===== src/rtl/rxm_pkg.sv =====
package rxm_pkg;
  typedef enum logic [2:0] {
    S_IDLE,
    S_SKIP,
    S_DONE,
    S_FETCH,
    S_HDR,
    S_PAY,
    S_TRL,
    S_END
  } rxm_state_e;
endpackage


===== src/rtl/rxm_downcnt.sv =====
module rxm_downcnt #(
  parameter int W = 4
) (
  input  logic         clk,
  input  logic         rst,
  input  logic         load,
  input  logic [W-1:0] load_val,
  input  logic         dec,
  output logic         zero,
  output logic         one
);
  logic [W-1:0] cnt;

  always_ff @(posedge clk) begin
    if (rst)       cnt <= '0;
    else if (load) cnt <= load_val;
    else if (dec)  cnt <= cnt - 1'b1;
  end

  assign zero = (cnt == '0);
  assign one  = (cnt == W'(1));


  no_underflow_chk: assert property (@(posedge clk) disable iff (rst)
    (dec && !load) |-> (cnt != '0));
endmodule


===== src/rtl/rxm_qbuf.sv =====
module rxm_qbuf #(
  parameter int DW = 16
) (
  input  logic          clk,
  input  logic          rst,
  input  logic          load,
  input  logic          step,
  input  logic [2*DW-1:0] qin,
  output logic          half,
  output logic [DW-1:0] word
);
  logic [2*DW-1:0] buf_q;

  always_ff @(posedge clk) begin
    if (rst) begin
      buf_q <= '0;
      half  <= 1'b0;
    end else if (load) begin
      buf_q <= qin;
      half  <= 1'b0;
    end else if (step) begin
      half  <= 1'b1;
    end
  end

  assign word = half ? buf_q[DW-1:0] : buf_q[2*DW-1:DW];


  upper_first_chk: assert property (@(posedge clk) disable iff (rst)
    load |=> !half);
endmodule


===== src/rtl/rxm_fsm.sv =====
module rxm_fsm
  import rxm_pkg::*;
(
  input  logic clk,
  input  logic rst,
  input  logic fmt_full,
  input  logic pkt_valid,
  input  logic acc_hdr_zero,
  input  logic q_valid,
  input  logic hdr_zero,
  input  logic hdr_one,
  input  logic pay_zero,
  input  logic half,
  output logic pkt_ready,
  output logic q_ready,
  output logic accept,
  output logic load,
  output logic step,
  output logic dec_hdr,
  output logic dec_pay,
  output logic bus_en,
  output logic dm_strobe,
  output logic dm_flag,
  output logic dm_done
);
  rxm_state_e st, nxt;
  logic       full_q;
  logic       fetch;
  logic       emit_mid;
  rxm_state_e kind_st;

  // the kind of the next quadlet to fetch follows from the remaining counts
  always_comb begin
    if (!hdr_zero)      kind_st = S_HDR;
    else if (!pay_zero) kind_st = S_PAY;
    else                kind_st = S_TRL;
  end

  assign emit_mid  = (st == S_HDR || st == S_PAY) && half;
  assign pkt_ready = (st == S_IDLE);
  assign q_ready   = (st == S_SKIP) || (st == S_DONE) || (st == S_FETCH) || emit_mid;
  assign fetch     = q_ready && q_valid;
  assign accept    = pkt_ready && pkt_valid;
  assign load      = fetch && (st != S_SKIP);
  assign step      = (st == S_HDR || st == S_PAY || st == S_TRL) && !half;
  assign dec_hdr   = fetch && !hdr_zero;
  assign dec_pay   = fetch && hdr_zero && !pay_zero;

  always_comb begin
    nxt = st;
    unique case (st)
      S_IDLE:  if (pkt_valid) nxt = (!fmt_full && !acc_hdr_zero) ? S_SKIP : S_DONE;
      S_SKIP:  if (q_valid && hdr_one) nxt = S_DONE;
      S_DONE:  nxt = q_valid ? kind_st : S_FETCH;
      S_FETCH: if (q_valid) nxt = kind_st;
      S_HDR,
      S_PAY:   if (half && q_valid) nxt = kind_st;
      S_TRL:   if (half) nxt = S_END;
      S_END:   nxt = S_IDLE;
      default: nxt = S_IDLE;
    endcase
  end

  always_ff @(posedge clk) begin
    if (rst) begin
      st     <= S_IDLE;
      full_q <= 1'b0;
    end else begin
      st <= nxt;
      if (accept) full_q <= fmt_full;
    end
  end

  assign bus_en    = (st == S_HDR) || (st == S_PAY) || (st == S_TRL);
  assign dm_done   = (st == S_DONE);
  assign dm_strobe = (st == S_HDR) || (st == S_PAY) || (st == S_TRL && full_q);
  assign dm_flag   = full_q && (st == S_HDR || st == S_TRL);


  done_single_chk: assert property (@(posedge clk) disable iff (rst)
    dm_done |=> !dm_done);

  flag_in_strobe_chk: assert property (@(posedge clk) disable iff (rst)
    dm_flag |-> dm_strobe);

  no_flag_short_chk: assert property (@(posedge clk) disable iff (rst)
    (!full_q && !pkt_ready) |-> !dm_flag);

  busy_after_accept_chk: assert property (@(posedge clk) disable iff (rst)
    accept |=> !pkt_ready);

  done_quiet_chk: assert property (@(posedge clk) disable iff (rst)
    dm_done |-> (!dm_strobe && !dm_flag));
endmodule


===== src/rtl/rx_mover_seq.sv =====
module rx_mover_seq #(
  parameter int DW  = 16,
  parameter int HCW = 3,
  parameter int PCW = 4
) (
  input  logic            clk,
  input  logic            rst,
  input  logic            fmt_full,
  input  logic            pkt_valid,
  output logic            pkt_ready,
  input  logic [HCW-1:0]  pkt_hdr_cnt,
  input  logic [PCW-1:0]  pkt_pay_cnt,
  input  logic            q_valid,
  output logic            q_ready,
  input  logic [2*DW-1:0] q_data,
  output logic [DW-1:0]   dm_data,
  output logic            dm_strobe,
  output logic            dm_flag,
  output logic            dm_done
);
  localparam int QW = 2 * DW;

  logic accept, load, step, dec_hdr, dec_pay, bus_en;
  logic hdr_zero, hdr_one, pay_zero, pay_one, half;
  logic [DW-1:0] word;
  logic [QW-1:0] qin;

  assign qin = q_data;

  rxm_downcnt #(.W(HCW)) u_hcnt (
    .clk(clk), .rst(rst), .load(accept), .load_val(pkt_hdr_cnt),
    .dec(dec_hdr), .zero(hdr_zero), .one(hdr_one)
  );

  rxm_downcnt #(.W(PCW)) u_pcnt (
    .clk(clk), .rst(rst), .load(accept), .load_val(pkt_pay_cnt),
    .dec(dec_pay), .zero(pay_zero), .one(pay_one)
  );

  rxm_qbuf #(.DW(DW)) u_qbuf (
    .clk(clk), .rst(rst), .load(load), .step(step),
    .qin(qin), .half(half), .word(word)
  );

  rxm_fsm u_fsm (
    .clk(clk), .rst(rst), .fmt_full(fmt_full), .pkt_valid(pkt_valid),
    .acc_hdr_zero(pkt_hdr_cnt == '0), .q_valid(q_valid),
    .hdr_zero(hdr_zero), .hdr_one(hdr_one), .pay_zero(pay_zero), .half(half),
    .pkt_ready(pkt_ready), .q_ready(q_ready), .accept(accept), .load(load),
    .step(step), .dec_hdr(dec_hdr), .dec_pay(dec_pay), .bus_en(bus_en),
    .dm_strobe(dm_strobe), .dm_flag(dm_flag), .dm_done(dm_done)
  );

  assign dm_data = bus_en ? word : '0;


  stall_hold_chk: assert property (@(posedge clk) disable iff (rst)
    (q_ready && !q_valid && dm_strobe) |=> ($stable(dm_data) && dm_strobe));

  last_pay_chk: assert property (@(posedge clk) disable iff (rst)
    (dec_pay && pay_one) |=> (pay_zero && !dm_flag));
endmodule


===== config.mk =====
export PLATFORM = sky130hd
export DESIGN_NAME = rx_mover_seq
export DESIGN_NICKNAME = d
export VERILOG_FILES = /design/src/rtl/rxm_pkg.sv /design/src/rtl/rxm_downcnt.sv /design/src/rtl/rxm_qbuf.sv /design/src/rtl/rxm_fsm.sv /design/src/rtl/rx_mover_seq.sv
export SDC_FILE = /design/constraint.sdc
export NUM_CORES = 1
export LEC_CHECK = 0
export BUFFER_PORTS_ARGS = -buffer_cell sky130_fd_sc_hd__buf_2
export CORE_MARGIN = 2
export CORE_UTILIZATION = 34
export DETAILED_ROUTE_END_ITERATION = 10
export HOLD_SLACK_MARGIN = 0.06
export PLACE_DENSITY = 0.64
export SYNTH_ARGS = -nofsm -noshare
export SYNTH_HDL_FRONTEND = slang
export SYNTH_HIERARCHICAL = 1
export SYNTH_SLANG_ARGS = --single-unit
export TNS_END_PERCENT = 1

===== constraint.sdc =====
create_clock -name clk -period 3.1 [get_ports clk]
set_clock_uncertainty 0.1 [all_clocks]
set_input_delay 0.31 -clock clk [delete_from_list [all_inputs] [get_ports clk]]
set_output_delay 0.31 -clock clk [all_outputs]
set_load 0.02 [all_outputs]

---- Word level (Yosys, flattened, before mapping) ----
Cells that the tools add are included.
word-level totals
  register bits ........................... 44
  output and inout port bits .............. 21
  word-level logic and storage cells ...... 72
operators by class
  add/sub/neg operators ................... 2
  equal/unequal tests ..................... 14
  multiplexer cells ....................... 16
  reductions and logical operators ........ 34
operators by type and width
  cell                   number
  $mux W16               2
  $mux W3                9
  $pmux W3 S7            1
  $logic_and A1 B1 Y1    13
  $eq A3 B3 Y1 const B   4
  $logic_not A3 Y1       3
  $mux W4                2
  $ne A2 B2 Y1 const B   4
  $logic_or A1 B1 Y1     7
  $eq A3 B1 Y1 const B   2
  $eq A3 B2 Y1 const B   2
  $logic_not A1 Y1       5
  $reduce_and A5 Y1      1
  $logic_not A4 Y1       1
  $mux W2                2
  $reduce_bool A2 Y1     2
  $reduce_or A2 Y1       2
  $sub A4 B1 Y4 const B  1
  $ne A3 B1 Y1 const B   1
  $sub A3 B1 Y3 const B  1
  $ne A2 B1 Y1 const B   1

---- Longest topological paths before layout ----
  word-level depth ........................ 9
  gate-level depth with buffers ........... 8

---- Modules after synthesis ----
Netlist, hierarchy kept.
modules (own cells, without submodules)
  module                times used  cells each  area an instance (sq um)  seq. area each (sq um)
  rxm_qbuf              1           125         1428.9                    660.6
  rxm_fsm               1           56          394.1                     80.1
  rxm_downcnt (u_pcnt)  1           28          252.7                     80.1
  rxm_downcnt (u_hcnt)  1           22          206.4                     60.1
  rx_mover_seq          1           18          131.4                     0.0

---- Worst setup path before layout ----
Ideal clock, no wire load.
  kind .................................... register -> register
  start point ............................. register u_fsm.st[1]
  end point ............................... register u_pcnt.cnt[3]
  library setup time ...................... 0.115 ns
  arrival time ............................ 1.807 ns
  data required time ...................... 2.885 ns
  path slack .............................. 1.078 ns
  cell stages (with the launch flop) ...... 9
  path buffers ............................ 1
  cells stage by stage .................... dfxtp_1 buf_2 nor2_1 o21ai_1 nand2_1 nor2_1 nor4b_4 xor2_1 o21a_1
between the ends
  longest elaborated chain between the ends .. 8
  elaborated cells on any way between the ends .. 17
  classes of those cells .................. eq/ne (5); mux (1); reduce/logical (11)
ends and longest elaborated chain
  item                                                       line                          RTL
  start, declared                                            rxm_fsm.sv:26                 rxm_state_e st, nxt;
  start signal, assigned                                     rxm_fsm.sv:69                 st <= nxt;
  $eq A3 B1 Y1 (tied with other cells)                       rxm_fsm.sv:41                 assign q_ready = (st == S_SKIP) || (st == S_DONE) || (st == S_FETCH) || emit_mid;
  $logic_or A1 B1 Y1, on equally long branches               rxm_fsm.sv:41, rxm_fsm.sv:39
  $logic_or A1 B1 Y1 or $logic_and A1 B1 Y1 (tied branches)  rxm_fsm.sv:41, rxm_fsm.sv:39
  $logic_or A1 B1 Y1 *                                       rxm_fsm.sv:41
  via q_ready                                                rx_mover_seq.sv:14            output logic q_ready,
  $logic_and A1 B1 Y1 *                                      rxm_fsm.sv:42                 assign fetch = q_ready && q_valid;
  $logic_and A1 B1 Y1 * (2 in a row)                         rxm_fsm.sv:47                 assign dec_pay = fetch && hdr_zero && !pay_zero;
  via dec_pay                                                rx_mover_seq.sv:23            logic accept, load, step, dec_hdr, dec_pay, bus_en;
  $reduce_bool A2 Y1 (no source line) *                      -
  end signal, assigned                                       rxm_downcnt.sv:16             else if (load) cnt <= load_val;
  end signal, assigned                                       rxm_downcnt.sv:17             else if (dec) cnt <= cnt - 1'b1;
  end, declared                                              rxm_downcnt.sv:12             logic [W-1:0] cnt;
The timed path passes the listed nets; every way through them passes the cells marked *.
A chain may end at the register's enable or synchronous reset.

---- Worst setup path after layout ----
  start point ............................. register u_qbuf.half
  end point ............................... output port dm_data[3]
between the ends
  longest elaborated chain between the ends .. 2
ends and longest elaborated chain
  item                    line                RTL
  start, declared         rxm_qbuf.sv:9       output logic half,
  start signal, assigned  rxm_qbuf.sv:17      half <= 1'b0;
  start signal, assigned  rxm_qbuf.sv:20      half <= 1'b0;
  start signal, assigned  rxm_qbuf.sv:22      half <= 1'b1;
  $mux W16                rxm_qbuf.sv:26      assign word = half ? buf_q[DW-1:0] : buf_q[2*DW-1:DW];
  via word[3]             rx_mover_seq.sv:25  logic [DW-1:0] word;
  $mux W16                rx_mover_seq.sv:54  assign dm_data = bus_en ? word : '0;
  end, declared           rx_mover_seq.sv:16  output logic [DW-1:0] dm_data,
The timed path passes the listed nets, and every way through them passes these cells.

==> impl_results.md <==
- CTS tree: built
- Synthesis-to-finish area growth: 18.30%
- WHS: 0.1410 ns
- Antenna Nets Post-Route: 0
- Hold Buf Count CTS: 0
- DR vias: 1,839
- Initial antenna violation count: 0
- TritonRoute pass-1 iters: 4
- Mapped Area: 2394 sq um
- Final Cell Area: 2831 sq um
- Die area: 7727 sq um
- R2R Path End: u_pcnt/cnt[3]
- Clock-pin slew on the worst setup and hold paths: 0.09 ns
- CP max-delay cell: dfxtp_1
- Max Fclk: 446.5 MHz
- Syn Area/Cell: 9.690 sq um
- Total number of yosys warnings: 6
- Die W: 87.91 um
- Mapped Nets: 295
- Total gr overflow: 0
- CP cell instances: buf_4 > mux2_2 > and2_2 > buf_2
- Drt wl/cell: 11.86 um
- Skew-Pair Late Insertion Delay: 0.30 ns
- Min-delay src: q_data[13]
- Fraction of layout cells with a size suffix above 1: 34.97%
- DP Wirelength: 3320 um
- Endpoints failing setup: 0
- Global Route Usage Sum: 12.81%
- Leakage: 1.242 nW
- Clock sink total: 44
- Commonest non-fill, non-tap cell in the layout: buf_2
- Post-CTS Setup Bufs: 0
- Nets: 353
- Final period util: 72.25%
- Worst hold path depth: 3
- Crit end category: output pin
- IO Count: 65
- Crit path max fanout: 13
- Max Cap Viol: 0
- Data arrival time of the worst path: 1.83 ns
- Starting Density: 35.23%
- Most frequent cells in the layout: 64 x buf_2, 44 x nor2_1, 44 x dfxtp_1
- Flop2flop setup slack: 1.05 ns
- Tightest Pin Transition: 0.8451 ns
- Min Tclk post-route: 2.240 ns
- Min-Delay Endpoint: u_qbuf/buf_q[13]
- Req. time, crit path: 2.69 ns
- Pin count of the biggest net entering global routing: 48
- PD cells: 686.9 nW/um^2
- Setup TNS: 0 ns
- RSZ-0062 raised after global routing: false
- Post-Route WL: 4769 um
- Fillers: 684
- Clock tree buffer depth: 2
- Via density: 4.575
- Worst r2r src: u_fsm/st[2]
- Syn Inst Count: 247
- DR DRC count: 0
- Die H: 87.91 um
- Core Area: 6794 sq um
- Slew margin rel.: 43.66%
- DP Area: 2716 sq um
- Root buffer cell: clkbuf_8
- Status: finished, final reports clean
- Crit path from: u_qbuf/half
- CTS resizes: 0
- Routability cong.: 0.7404
- First-pass GRT wire length: 7872 um
- Vias in the first global route: 1,754
- # H-tree levels: 2
- Hold WC Path Type: in -> reg
- Peak supply drop: 0.3630 mV
- CP peak stage delay: 0.51 ns
- FF-to-FF path depth: 7
- Max Transition Viols Final: 0
- Number of diodes: 0
- Port Buffers: 64
- Total CTS buffers: 5
- Setup crit start kind: flip-flop
- Crit path kind: reg -> out
- Final Hold Viols: 0
- Drt first-iter violations: 39
- Num rows: 30
flip-flops by register name, summed over array words and instances, names as in the netlist:
| register | count |
|---|---|
| u_fsm/st | 3 |
| u_qbuf/buf_q | 32 |
| u_pcnt/cnt | 4 |
| u_hcnt/cnt | 3 |
| u_fsm/full_q | 1 |
| u_qbuf/half | 1 |
area by class of cell:
type / instances / area (sq um) / area share (%)
Sequential cell: 44 / 880.8 / 31.11
Inverter: 11 / 41.29 / 1.458
Tap cell: 96 / 120.1 / 4.242
Clock inverter: 3 / 46.29 / 1.635
Timing Repair Buffer: 66 / 335.3 / 11.84
Multi-Input combinational cell: 177 / 1339 / 47.28
Clock buffer: 5 / 68.82 / 2.430
critical path, delay by kind of cell (launching register included):
family / cells / cell delay (ns)
flops: 1 / 0.51
buf+inv: 2 / 0.47
mux: 1 / 0.36
simple gates: 1 / 0.18
worst max-delay path by stage:
stage,endpoint,slack (ns),depth (start not counted)
floorplan,u_pcnt/cnt[3],1.08,8
global placement,u_pcnt/cnt[3],1.11,7
detailed placement,u_pcnt/cnt[3],1.06,7
CTS,dm_data[0],0.82,4
global route,dm_data[3],0.73,4
finish,dm_data[3],0.86,4
where the power goes:
group          switching [W]  total (W)  internal (W)
registers           0.000106   0.000776      0.000670
clock network       0.000213   0.000456      0.000243
logic               0.000376   0.000713      0.000337
total               0.000695    0.00194       0.00125
metal layers:
| metal | vias to the layer above | track usage [%] | part of all wire (%) |
|---|---|---|---|
| met5 | - | 0 | 0 |
| met4 | 0 | 3.357 | 0.61 |
| met2 | 49 | 20.45 | 45 |
| met1 | 832 | 16.91 | 48 |
| li1 | 954 | - | - |
| met3 | 4 | 3.864 | 5.8 |
stage by stage:
stage,instances,worst slack (ns),utilization (%),total power [W]
floorplan,247,1.078,-,0.001388
global placement,394,1.106,39.98,0.001493
detailed placement,394,1.056,39.98,0.001508
CTS,402,0.8181,41.68,0.001977
global route,402,0.7255,41.68,0.002104
finish,402,0.8602,41.68,0.001945
Power figures use the tool's default switching activity.
